==> config.mk <==
export PLATFORM = sky130hd
export DESIGN_NAME = alarm_match_irq
export DESIGN_NICKNAME = d
export VERILOG_FILES = /design/src/rtl/alarm_irq_pkg.sv /design/src/rtl/alarm_slot.sv /design/src/rtl/alarm_flag_ctl.sv /design/src/rtl/alarm_irq_route.sv /design/src/rtl/alarm_match_irq.sv
export SDC_FILE = /design/constraint.sdc
export NUM_CORES = 1
export LEC_CHECK = 0
export ABC_AREA = 1
export CAP_MARGIN = 20
export CORE_UTILIZATION = 40
export CTS_CLUSTER_SIZE = 12
export DETAILED_ROUTE_END_ITERATION = 10
export PLACE_DENSITY = 0.72
export SYNTH_ARGS = -nofsm -noshare
export SYNTH_HDL_FRONTEND = slang
export SYNTH_SLANG_ARGS = --single-unit
==> constraint.sdc <==
create_clock -name clk -period 1.6 [get_ports clk]
set_input_delay 0.48 -clock clk [delete_from_list [all_inputs] [get_ports clk]]
set_output_delay 0.48 -clock clk [all_outputs]
set_load 0.02 [all_outputs]
==> src/rtl/alarm_irq_pkg.sv <==
package alarm_irq_pkg;
  localparam int BYTE_W     = 8;
  localparam int FIELD_CNT  = 4;
  localparam int ALARM_CNT  = 2;
  localparam int ALARM_BASE = 'h07;
  localparam int CTRL_ADDR  = 'h0F;
  localparam int STAT_ADDR  = 'h10;
  localparam int CTRL_W     = 3;

  typedef struct packed {
    logic sep;   // bit 2: alarm 1 on its own line
    logic en1;   // bit 1
    logic en0;   // bit 0
  } ctrl_t;
endpackage

==> src/rtl/alarm_slot.sv <==
module alarm_slot #(
  parameter int DW   = 8,
  parameter int NF   = 4,
  parameter int AW   = 8,
  parameter int BASE = 7
) (
  input  logic             clk,
  input  logic             rst_n,
  input  logic             wr_en,
  input  logic             rd_en,
  input  logic [AW-1:0]    addr,
  input  logic [DW-1:0]    wdata,
  input  logic             tick,
  input  logic [NF*DW-1:0] now_vec,
  output logic             sel,
  output logic             rd_hit,
  output logic             match_hit,
  output logic [DW-1:0]    rdata
);
  logic [DW-1:0] fld_q [NF];
  logic [NF-1:0] fsel;
  logic [NF-1:0] feq;
  logic [NF-1:0] fld_we;

  for (genvar f = 0; f < NF; f++) begin : g_field
    assign fsel[f]   = (addr == AW'(BASE + f));
    assign fld_we[f] = wr_en & fsel[f];
    assign feq[f]    = fld_q[f][DW-1] |
                       ({1'b0, fld_q[f][DW-2:0]} == now_vec[f*DW +: DW]);

    always_ff @(posedge clk or negedge rst_n) begin
      if (!rst_n)          fld_q[f] <= '0;
      else if (fld_we[f])  fld_q[f] <= wdata;
    end
  end

  always_comb begin
    rdata = '0;
    for (int f = 0; f < NF; f++) begin
      if (fsel[f]) rdata = rdata | fld_q[f];
    end
  end

  assign sel       = |fsel;
  assign rd_hit    = rd_en & sel;
  assign match_hit = tick & (&feq);

  assert_notick_nomatch_R3: assert property (@(posedge clk) disable iff (!rst_n)
    !tick |-> !match_hit);
endmodule

==> src/rtl/alarm_flag_ctl.sv <==
module alarm_flag_ctl #(
  parameter int N = 2
) (
  input  logic         clk,
  input  logic         rst_n,
  input  logic [N-1:0] set_req,
  input  logic [N-1:0] rd_clr,
  input  logic         st_wr,
  input  logic [N-1:0] st_keep,
  output logic [N-1:0] flag_q
);
  logic [N-1:0] clr;
  logic [N-1:0] flag_d;
  logic [N-1:0] flag_we;

  always_comb begin
    clr     = rd_clr | ({N{st_wr}} & ~st_keep);
    flag_d  = set_req | (flag_q & ~clr);
    flag_we = set_req | clr;
  end

  always_ff @(posedge clk or negedge rst_n) begin
    if (!rst_n) begin
      flag_q <= '0;
    end else begin
      for (int i = 0; i < N; i++) begin
        if (flag_we[i]) flag_q[i] <= flag_d[i];
      end
    end
  end

  for (genvar i = 0; i < N; i++) begin : g_chk
    assert_no_spurious_R3: assert property (@(posedge clk) disable iff (!rst_n)
      !set_req[i] |=> !$rose(flag_q[i]));
    assert_sticky_R4: assert property (@(posedge clk) disable iff (!rst_n)
      (flag_q[i] && !rd_clr[i] && !(st_wr && !st_keep[i])) |=> flag_q[i]);
    assert_rd_clear_R5: assert property (@(posedge clk) disable iff (!rst_n)
      (rd_clr[i] && !set_req[i]) |=> !flag_q[i]);
    assert_st_clear_R6: assert property (@(posedge clk) disable iff (!rst_n)
      (st_wr && !st_keep[i] && !set_req[i]) |=> !flag_q[i]);
    assert_set_wins_R7: assert property (@(posedge clk) disable iff (!rst_n)
      set_req[i] |=> flag_q[i]);
  end
endmodule

==> src/rtl/alarm_irq_route.sv <==
module alarm_irq_route
  import alarm_irq_pkg::*;
(
  input  logic       clk,
  input  logic       rst_n,
  input  logic [1:0] flag,
  input  ctrl_t      ctrl,
  output logic       int0_n,
  output logic       int1_n
);
  logic req0;
  logic req1;

  always_comb begin
    req0   = flag[0] & ctrl.en0;
    req1   = flag[1] & ctrl.en1;
    int0_n = ~(req0 | (req1 & ~ctrl.sep));
    int1_n = ~(req1 & ctrl.sep);
  end

  assert_int1_quiet_R9: assert property (@(posedge clk) disable iff (!rst_n)
    !ctrl.sep |-> int1_n);
  assert_one_line_R8: assert property (@(posedge clk) disable iff (!rst_n)
    (flag[1] && ctrl.en1 && !(flag[0] && ctrl.en0)) |-> (int0_n != int1_n));
endmodule

==> src/rtl/alarm_match_irq.sv <==
module alarm_match_irq
  import alarm_irq_pkg::*;
#(
  parameter int AW = 8,
  parameter int DW = BYTE_W
) (
  input  logic          clk,
  input  logic          rst_n,
  input  logic          sec_tick,
  input  logic [DW-1:0] now_sec,
  input  logic [DW-1:0] now_min,
  input  logic [DW-1:0] now_hour,
  input  logic [DW-1:0] now_wday,
  input  logic [AW-1:0] reg_addr,
  input  logic          reg_wr,
  input  logic          reg_rd,
  input  logic [DW-1:0] reg_wdata,
  output logic [DW-1:0] reg_rdata,
  output logic          int0_n,
  output logic          int1_n
);
  localparam int NA = ALARM_CNT;

  logic [FIELD_CNT*DW-1:0] now_vec;
  logic [NA-1:0]           slot_sel;
  logic [NA-1:0]           slot_rdhit;
  logic [NA-1:0]           slot_hit;
  logic [DW-1:0]           slot_rdata [NA];
  logic [NA-1:0]           flags;
  logic                    ctrl_sel;
  logic                    stat_sel;
  logic                    ctrl_we;
  ctrl_t                   ctrl_q;
  ctrl_t                   ctrl_d;
  logic [DW-1:0]           rd_mux;
  logic [DW-1:0]           rdata_q;

  assign now_vec = {now_wday, now_hour, now_min, now_sec};

  for (genvar a = 0; a < NA; a++) begin : g_slot
    alarm_slot #(
      .DW(DW), .NF(FIELD_CNT), .AW(AW), .BASE(ALARM_BASE + a*FIELD_CNT)
    ) u_slot (
      .clk(clk), .rst_n(rst_n),
      .wr_en(reg_wr), .rd_en(reg_rd), .addr(reg_addr), .wdata(reg_wdata),
      .tick(sec_tick), .now_vec(now_vec),
      .sel(slot_sel[a]), .rd_hit(slot_rdhit[a]),
      .match_hit(slot_hit[a]), .rdata(slot_rdata[a])
    );
  end

  assign ctrl_sel = (reg_addr == AW'(CTRL_ADDR));
  assign stat_sel = (reg_addr == AW'(STAT_ADDR));
  assign ctrl_we  = reg_wr & ctrl_sel;
  assign ctrl_d   = ctrl_t'(reg_wdata[CTRL_W-1:0]);

  always_ff @(posedge clk or negedge rst_n) begin
    if (!rst_n)       ctrl_q <= '0;
    else if (ctrl_we) ctrl_q <= ctrl_d;
  end

  alarm_flag_ctl #(.N(NA)) u_flags (
    .clk(clk), .rst_n(rst_n),
    .set_req(slot_hit), .rd_clr(slot_rdhit),
    .st_wr(reg_wr & stat_sel), .st_keep(reg_wdata[NA-1:0]),
    .flag_q(flags)
  );

  alarm_irq_route u_route (
    .clk(clk), .rst_n(rst_n),
    .flag(flags), .ctrl(ctrl_q),
    .int0_n(int0_n), .int1_n(int1_n)
  );

  always_comb begin
    rd_mux = '0;
    for (int a = 0; a < NA; a++) begin
      if (slot_sel[a]) rd_mux = rd_mux | slot_rdata[a];
    end
    if (ctrl_sel) rd_mux = {{(DW-CTRL_W){1'b0}}, ctrl_q};
    if (stat_sel) rd_mux = {{(DW-NA){1'b0}}, flags};
  end

  always_ff @(posedge clk or negedge rst_n) begin
    if (!rst_n)      rdata_q <= '0;
    else if (reg_rd) rdata_q <= rd_mux;
  end

  assign reg_rdata = rdata_q;

  assert_rd_hold_R2: assert property (@(posedge clk) disable iff (!rst_n)
    !reg_rd |=> $stable(reg_rdata));
  assert_ctrl_upper_R10: assert property (@(posedge clk) disable iff (!rst_n)
    (reg_rd && ctrl_sel) |=> (reg_rdata[DW-1:CTRL_W] == '0));
endmodule

* Word level (Yosys, flattened, before mapping) *
Index checks and enable logic that the tools add are counted.

word-level totals
  input bits = 53
  register bits after elaboration = 77
  word-level logic and storage cells = 92
  output and inout bits = 10

operators by class
  bitwise operators = 44
  reductions and logical operators = 4
  equality and inequality tests = 18
  multiplexer cells = 12

operator list
  cell                count
  $mux 8              12
  $eq 7x8->1          8
  $eq 8x4->1 const B  8
  $or 8x8->8          7
  $and 1x1->1         18
  $or 1x1->1          9
  $eq 8x3->1 const B  1
  $eq 8x5->1 const B  1
  $reduce_and 4->1    2
  $reduce_or 4->1     2
  $or 2x2->2          3
  $and 2x2->2         2
  $not 2->2           2
  $not 1->1           3

* Depth between registers and ports, before layout *
Gate-level depths: netlist (run 1).

  word-level depth = 13
  gate-level depth with buffers = 11
  gate-level depth less buffers = 11

* Modules after synthesis *
Synthesis (run 1) repeated with hierarchy kept, for this count alone.

second synthesis, totals
  cells, all modules = 708
  area, all modules = 5003.5 sq um

modules (own cells, without submodules)
  module                         cells an instance  sequential area each (sq um)  instances  area an instance (sq um)
  alarm_slot (g_slot[0].u_slot)  300                800.8                         1          2098.3
  alarm_slot (g_slot[1].u_slot)  293                800.8                         1          2090.8
  alarm_match_irq                93                 275.3                         1          683.2
  alarm_flag_ctl                 16                 50.0                          1          107.6
  alarm_irq_route                6                  0.0                           1          23.8

* Worst setup path before layout (run 1) *
Ideal clock, no wire load.

  path kind = input to register
  start point = input port reg_addr[0]
  end point = register g_slot[0].u_slot.fld_q[5] in the netlist's numbering
  setup time = 123 ps
  arrival time = 1313 ps
  path slack = 164 ps
  buffers on the path = 1
  required time = 1477 ps
  stages on the path = 9
  cell sequence = inv_1 > nand2_1 > nor2_1 > nand2_4 > clkinv_2 > nand2_4 > buf_6 > nand2_1 > o21ai_2

between the ends
  longest elaborated chain between the ends = 2

ends and longest elaborated chain
  what                            line                   RTL
  start: declaration              alarm_match_irq.sv:14  input logic [AW-1:0] reg_addr,
  $eq 8x4->1                      alarm_slot.sv:26       assign fsel[f] = (addr == AW'(BASE + f));
  $and 1x1->1                     alarm_slot.sv:27       assign fld_we[f] = wr_en & fsel[f];
  end signal: indexed assignment  alarm_slot.sv:33       else if (fld_we[f]) fld_q[f] <= wdata;
  end: declaration                alarm_slot.sv:20       logic [DW-1:0] fld_q [NF];

Every way passes these cells.
A chain may end at the register's enable or synchronous reset.

* Final worst setup path (run 1) *
  start point = register rdata_q[6], in the netlist reg_rdata[6]
  end point = output port reg_rdata[6]

RTL lines
  what                      line                   RTL
  start: declaration        alarm_match_irq.sv:36  logic [DW-1:0] rdata_q;
  start signal: assignment  alarm_match_irq.sv:86  else if (reg_rd) rdata_q <= rd_mux;
  end: declaration          alarm_match_irq.sv:18  output logic [DW-1:0] reg_rdata,

No word-level cell between the ends.

==> reports/metrics.yaml, run 1 <==
syn_area_per_cell_um2: 7.48
track_usage: 0.248
critPathMaxFanout: 2
status: "complete, no violations"
critPathBufInv: 1
finalInstanceArea_um2: 6130
slowest_stage: "dfrtp_1"
ys_types: 34
fin_nets: 779
holdBufCountCts: 0
leakagePower_uw: 0.00305
ys_seq_area_frac: 0.414
p_int_uw: 3740
holdWs_ns: 0.138
crit_arrival_ns: 1.09
cts.reportedPaths.clkPinSlew_ns: 0.06
hold_viol_final: 0
critPathCaptureType: "primary output"
stdcell_count: 873
p_switching_uw: 1240
num_rows: 39
viasPerCell: 5.10
synth_fp_nets: 675
p_total_uw: 4980
yosys.area.top_type_share: 0.414
synth_edf_count: 0
drt-total-wl_um: 13800
slew_headroom: 0.713
worstHoldPathType: "in -> async"
antenna_cells: 0
period_needed_ns: 1.57
crit_family: "flip-flops"
clockBufferDepth: 2
worst_slew_pin_slew_ns: 0.430
ys_top_cells_by_area: "dfrtp_1, nand2_1, inv_1"
cts_tree: "done"
grt_antenna_before_repair: 0
grt_max_degree: 78
gr-total-overflow: 0
setup_tns_ns: 0
hpwl_um: 10500
port_buffers: 62
dieHeight_um: 110
path_cells: "dlygate4sd2_1"
maxCapViolations: 0
placed_cell_area_um2: 5690
die_x_um: 110
start_util: 0.409
area_growth_pct: 31.7
crit_type: "reg -> out"
finClkSkew_ns: 0.00327
cts_buffers: 9
setup_violations: 0
ant_nets: 0
root_buffer: "clkbuf_16"
yosysTopAreaCell: "dfrtp_1"
grt_pass1_vias: 4424
core_area_um2: 11400
avgRoutedWirePerCell_um: 15.8
ys.flop_type: "dfrtp_1"
yosysWarnings: 0
seq_power_share: 0.426
worstSkewPairLatency_ns: 0.34
first_pass_iters: 5
vias: 4453
swShare: 0.249
die-area_um2: 12100
crit_required_ns: 1.12
cts.htree.levels: 3
drtIter0Drc: 286
place_inst: 853
netlist_area_um2: 4650
vdd_drop_max_mv: 0.451
maxSlewViolCount: 0
power_density_nw_per_um2: 813
post-route-drc-count: 0
period_share: 0.979
grt_pass1_wl_um: 22100
ys_seq_elements: 77
synthesis.instances: 622
critPathMaxStageDelay_ns: 0.41
drive_above_1_share: 0.199
max_freq_mhz: 639
p_comb_frac: 0.136
clkSinkCount: 77
pwr-share-clk: 0.439
place_congestion: 0.931
start_kind: "flop"
synthArstFlopShare: 1.00
ioPinCount: 63
## final cells by class
type,instances,area (um2)
Clock buffer,11,243
Fill cell,1056,5240
Clock inverter,4,72.6
Sequential cell,77,1930
Inverter,83,320
Timing Repair Buffer,103,963
Tap cell,143,179
Multi-Input combinational cell,452,2420
## per-stage QoR
step                 util  worst slack (ns)
finish              0.539            0.0339
global route        0.539           -0.0438
CTS                 0.530            -0.153
detailed placement  0.500            -0.665
global placement    0.500            -0.676
floorplan               -             0.164
## worst paths after layout
kind / slack [ns] / end / start / depth (start not counted)
max: 0.03 / reg_rdata[6] / reg_rdata[6] / 1
min: 0.14 / g_slot[1].u_slot.fld_q[0] / rst_n / 2
max reg2reg: 0.14 / u_flags.flag_q[1] / g_slot[1].u_slot.fld_q[16] / 8
min reg2reg: 0.49 / g_slot[0].u_slot.fld_q[7] / g_slot[0].u_slot.fld_q[7] / 2
max in group asynchronous: 1.10 / u_flags.flag_q[1] / rst_n / 2
min in group clk: 0.49 / g_slot[0].u_slot.fld_q[7] / g_slot[0].u_slot.fld_q[7] / 2
## power groups by stage
stage	clock network [uW]	registers [uW]	logic, uW
final	2190	2120	675
after global routing	2270	2130	752
after CTS	2210	2120	664
after detailed placement	0	2150	660
after global placement	0	2150	643
after floorplan	0	2130	308
## layer usage
layer | part of all wire | vias up | GRT usage
li1 | - | 2194 | -
met1 | 0.42 | 2088 | 0.307
met5 | 0 | - | 0
met2 | 0.50 | 133 | 0.420
met3 | 0.044 | 38 | 0.0391
met4 | 0.037 | 0 | 0.123
## state kept, by name, indices dropped and copies added, names as in the netlist
name	flops
g_slot.u_slot.fld_q	64
u_flags.flag_q	2
ctrl_q	3
reg_rdata	8
## cells by family (layout without fill, tap and decap cells)
family | after synthesis | after routing | share of synthesized area
and+or+nand+nor | 326 | 326 | 0.323
AOI/OAI and AO/OA | 100 | 100 | 0.126
buffers and inverters | 93 | 201 | 0.0882
DFF | 77 | 77 | 0.414
xor gates and xnor gates | 26 | 26 | 0.0490
## synthesized netlist by cell type, types with 3 or more instances
cell	instances
nand2_1	201
inv_1	79
dfrtp_1	77
o21ai_0	59
nor2_1	38
nand3_1	35
o21ai_2	15
xnor2_1	14
xor2_1	12
o22ai_1	11
nand4_1	9
or2_2	8
buf_6	7
nand2_2	7
nor3_1	7
a21oi_1	6
nor2_4	6
nand2_4	5
o21ai_1	4
a22oi_1	3
## cells in the final DEF, fill, tap and decap left out, types with 7 or more instances in the layout
cell	synthesis	final
o21ai_0	59	54
inv_1	79	76
nand2_2	7	11
nand4_1	9	9
o21ai_1	4	7
nand2_1	201	193
o21ai_2	15	17
xor2_1	12	12
xnor2_1	14	14
or2_2	8	8
nor2_1	38	32
nand2_4	5	9
dlymetal6s2s_1	0	8
clkbuf_2	0	7
dlygate4sd2_1	0	8
nor2_2	2	7
clkbuf_16	0	9
dfrtp_1	77	77
buf_4	0	36
nand3_1	35	34
nor2_4	6	7
clkdlybuf4s50_1	0	35
o22ai_1	11	10
## what timing repair did
action,in CTS,in global routing
buffers inserted,2,2
gates cloned,0,1
resized for setup,33,60
pin swaps,7,17
setup endpoints to repair,86,41
Note: power is estimated with default switching activity, not from simulation.
==> run 2, diff against run 1 <==
CAP_MARGIN = unset   (was 20)
PLACE_DENSITY = unset   (was 0.72)
==> run 2 against run 1 <==
- the run now ends with design-rule violations left
- sequential cell count unchanged
- highest routed layer unchanged
- sequential power barely moved
- critical endpoint is now int0_n
- largest cell class unchanged
- final cell count increased by 0.23%
==> reports/metrics.yaml, run 2 (same netlist as run 1, synthesis figures left out) <==
status: "finished, violations left"
violations: "design-rule violations"
antenna_cells: 0
maxCapViolations: 0
critPathMaxFanout: 2
cts.htree.levels: 3
hold_viol_final: 0
leakagePower_uw: 0.00307
crit_required_ns: 1.12
avgRoutedWirePerCell_um: 15.9
mostFrequentLayoutCells: "nand2_1, dfrtp_1, inv_1"
max_flop_register: "g_slot.u_slot.fld_q"
period_needed_ns: 1.57
drtIter0Drc: 190
critPathCaptureType: "primary output"
fin_ws_ns: 0.0300
dieHeight_um: 110
maxSlewViolCount: 0
post-route-drc-count: 2
period_share: 0.981
viasPerCell: 5.05
start_kind: "flop"
drt-total-wl_um: 13900
cts.reportedPaths.clkPinSlew_ns: 0.06
port_buffers: 62
drive_above_1_share: 0.195
place_congestion: 0.885
vdd_drop_max_mv: 0.654
grt_max_degree: 33
cts_buffers: 9
finClkSkew_ns: 0.00409
grt_setup_unrepaired: "true"
die_x_um: 110
power_density_nw_per_um2: 781
worst_slew_pin_slew_ns: 0.411
fin_nets: 780
track_usage: 0.252
gr-total-overflow: 0
dp_slack_ns: -0.567
max_freq_mhz: 637
first_pass_iters: 8
setup_tns_ns: 0
setup_violations: 0
hpwl_um: 10600
fillerInstances: 1106
ant_nets: 0
die-area_um2: 12100
vias: 4415
worstHoldPathType: "in -> async"
start_util: 0.409
cts_tree: "done"
p_total_uw: 4850
largest_reg_flops: 64
num_rows: 39
multi_input_area_um2: 2470
ioPinCount: 63
root_buffer: "clkbuf_16"
core_area_um2: 11400
clkSinkCount: 77
final_common_cell: "nand2_1"
crit_type: "reg -> out"
worstSkewPairLatency_ns: 0.34
grt_pass1_vias: 4354
crit_arrival_ns: 1.09
grt_antenna_before_repair: 0
area_growth_pct: 33.6
ff_latch_area_um2: 1930
holdBufCountCts: 0
clockBufferDepth: 2
slew_headroom: 0.726
grt_pass1_wl_um: 22200
## run 2: metrics by stage
stage               utilization  hold slack, ns  std cells  cell area [um2]
floorplan                     -           0.184        622             4650
global placement          0.503           0.438        855             5720
detailed placement        0.503           0.439        855             5720
CTS                       0.535          0.0771        873             6090
global route              0.547          0.0853        875             6210
finish                    0.547          0.0777        875             6210
## run 2: final timing paths
kind	start	to	slack [ns]	cells after the start
min in group clk	g_slot[0].u_slot.fld_q[7]	g_slot[0].u_slot.fld_q[7]	0.49	2
hold / removal	rst_n	g_slot[1].u_slot.fld_q[9]	0.08	1
max in group asynchronous	rst_n	g_slot[1].u_slot.fld_q[27]	0.99	2
setup reg to reg	g_slot[1].u_slot.fld_q[1]	u_flags.flag_q[1]	0.20	9
hold reg to reg	g_slot[0].u_slot.fld_q[7]	g_slot[0].u_slot.fld_q[7]	0.49	2
setup / recovery	ctrl_q[2]	int0_n	0.03	3
## run 2: layout make-up
class | instances | share of cell area
clock inverter | 3 | 0.00725
multi-input combinational | 452 | 0.397
inverter | 83 | 0.0515
clock buffer | 13 | 0.0403
sequential | 77 | 0.310
timing repair buffer | 104 | 0.165
tap | 143 | 0.0288
## run 2: report_power, final
group	internal [uW]	switching, uW	leakage (uW)
clock network	1250	791	0.000136
registers	2040	83.9	0.00106
logic	314	377	0.00187
## run 2: repair_timing
item | in CTS | in global routing
endpoints found under the setup margin | 83 | 22
resized for setup | 42 | 46
buffers inserted | 2 | 2
pin swaps | 5 | 9
## run 2: critical path: stages (launching register included)
cell and delay, ns:
dfrtp_1 0.36, inv_2 0.04, a32oi_1 0.17, buf_4 0.17
## run 2: metal layers
layer | routed length (um) | up-vias | track usage
met5 | 0 | - | 0
met2 | 6680 | 123 | 0.416
met4 | 408 | 0 | 0.0981
met1 | 6190 | 2068 | 0.320
li1 | - | 2197 | -
met3 | 594 | 27 | 0.0557
==> run 3, diff against run 2 <==
DONT_BUFFER_PORTS = 1   (was unset)
clock period = 1.5 ns   (was 1.6 ns; I/O delays follow)
==> run 3 against run 2 <==
- non-clock buffer count down 75
- largest cell class unchanged
- die area unchanged
- the run ends with negative hold slack, negative setup slack left
- global-route usage down 1.4 points
- clock-buffer cell count down 1
- utilization down 8.3 points
- critical endpoint unchanged
==> reports/metrics.yaml, run 3 (same netlist as run 1, synthesis figures left out) <==
status: "finished, violations left"
violations: "negative hold slack, negative setup slack"
largest_reg_flops: 64
setup_violations: 1
worst_slew_pin_slew_ns: 0.424
p_total_uw: 4830
fin_ws_ns: -0.0772
critPathCaptureType: "primary output"
worstHoldPathType: "in -> async"
cts.reportedPaths.clkPinSlew_ns: 0.06
start_kind: "flop"
leakagePower_uw: 0.00256
max_freq_mhz: 634
root_buffer: "clkbuf_16"
holdWs_ns: -0.200
gr-total-overflow: 0
grt_antenna_before_repair: 0
place_congestion: 0.903
ioPinCount: 63
ant_nets: 0
wl_met2_um: 6340
hold_viol_final: 77
drtIter0Drc: 234
port_buffers: 0
vdd_drop_max_mv: 0.413
critPathBufInv: 1
grt_setup_unrepaired: "true"
critPathMaxFanout: 4
m1WireLength_um: 5620
cts_tree: "done"
die-area_um2: 12100
grt_pass1_vias: 3961
critPathMaxStageDelay_ns: 0.41
path_depth: 2
crit_arrival_ns: 1.13
antenna_cells: 0
first_pass_iters: 5
period_needed_ns: 1.58
dp_slack_ns: -0.0954
cp-startpoint: "ctrl_q[1]"
dieHeight_um: 110
r2r_cells: 8
clkSinkCount: 77
fin_nets: 705
hpwl_um: 10200
viasPerCell: 5.12
period_share: 1.05
worstSkewPairLatency_ns: 0.34
start_util: 0.409
path_cells: "a32oi_1 -> buf_4"
crit_type: "reg -> out"
top_layer_used: "met4"
max_flop_register: "g_slot.u_slot.fld_q"
reg2reg_to: "u_flags.flag_q[1]"
power_density_nw_per_um2: 917
core_area_um2: 11400
die_x_um: 110
vias: 4094
cts.htree.levels: 3
track_usage: 0.238
mostFrequentLayoutCells: "nand2_1, inv_1, dfrtp_1"
slowest_stage: "dfrtp_1"
clockBufferDepth: 2
grt_max_degree: 78
avgRoutedWirePerCell_um: 16.4
post-route-drc-count: 0
r2r_start: "g_slot[1].u_slot.fld_q[16]"
num_rows: 39
grt_pass1_wl_um: 21000
worstSetupEndpoint: "int0_n"
drive_above_1_share: 0.151
r2r_slack_ns: 0.11
finClkSkew_ns: 0.00625
final_common_cell: "nand2_1"
maxSlewViolCount: 0
area_growth_pct: 13.3
slew_headroom: 0.717
crit_family: "flip-flops"
cts_buffers: 9
crit_required_ns: 1.05
drt-total-wl_um: 13100
met3_length_um: 793
maxCapViolations: 0
run 3: cell count changes in the layout (fill, tap and decap cells not counted), moves of 4 or more:
cell	previous run	this run
buf_12	7	1
clkdlybuf4s50_1	33	0
buf_4	37	28
dlymetal6s2s_1	10	0
nand2_1	195	201
nand2_4	10	5
dlygate4sd2_1	11	0
nor2_1	32	38
clkdlybuf4s15_1	4	0
run 3: per-stage QoR:
stage	instances	setup TNS [ns]	instance area, um2	utilization
5_1_grt	800	-0.178	5270	0.463
2_1_floorplan	622	0	4650	-
3_3_place_gp	778	-0.0776	4920	0.433
4_1_cts	799	-0.0720	5250	0.462
3_5_place_dp	778	-0.506	4920	0.433
6_report	800	-0.0772	5270	0.463
run 3: layout make-up:
class,instances,area (um2)
timing repair buffer,29,230
tap,143,179
fill,1121,6100
clock buffer,12,236
sequential,77,1930
multi-input combinational,452,2330
clock inverter,4,48.8
inverter,83,318
run 3: how the worst min path moves through the flow:
stage	start	endpoint	slack (ns)	depth (start not counted)
after floorplan	rst_n	ctrl_q[0]	0.15	0
after global placement	rst_n	g_slot[1].u_slot.fld_q[0]	0.16	0
after detailed placement	rst_n	reg_rdata[0]	0.16	0
after CTS	rst_n	reg_rdata[0]	-0.21	0
after global routing	rst_n	g_slot[0].u_slot.fld_q[1]	-0.22	0
final	rst_n	g_slot[0].u_slot.fld_q[1]	-0.20	0
run 3: what timing repair did:
action / CTS / global route
gates resized for setup: 1 / 3
buffers inserted: 5 / 1
endpoints found under the hold margin: 77 / 77
cloned: 0 / 0
endpoints found under the setup margin: 1 / 3
pin swaps: 1 / 1
run 3: worst reg2reg max path: cells and delay by family, from the launching register on:
kind            cells  cell delay, ns
simple gates        7            0.79
compound gates      1            0.17
flops               1            0.37
run 3: report_power, final:
group / switching (uW) / leakage, uW / total [uW] / internal, uW
combinational: 252 / 0.00136 / 432 / 180
sequential: 94.2 / 0.00106 / 2270 / 2170
clock: 844 / 0.000141 / 2130 / 1290
total: 1190 / 0.00256 / 4830 / 3640
run 3: per-layer routing:
metal | GRT usage | vias to the layer above
li1 | - | 2038
met1 | 0.298 | 1906
met2 | 0.391 | 126
met3 | 0.0522 | 24
met4 | 0.106 | 0
met5 | 0 | -
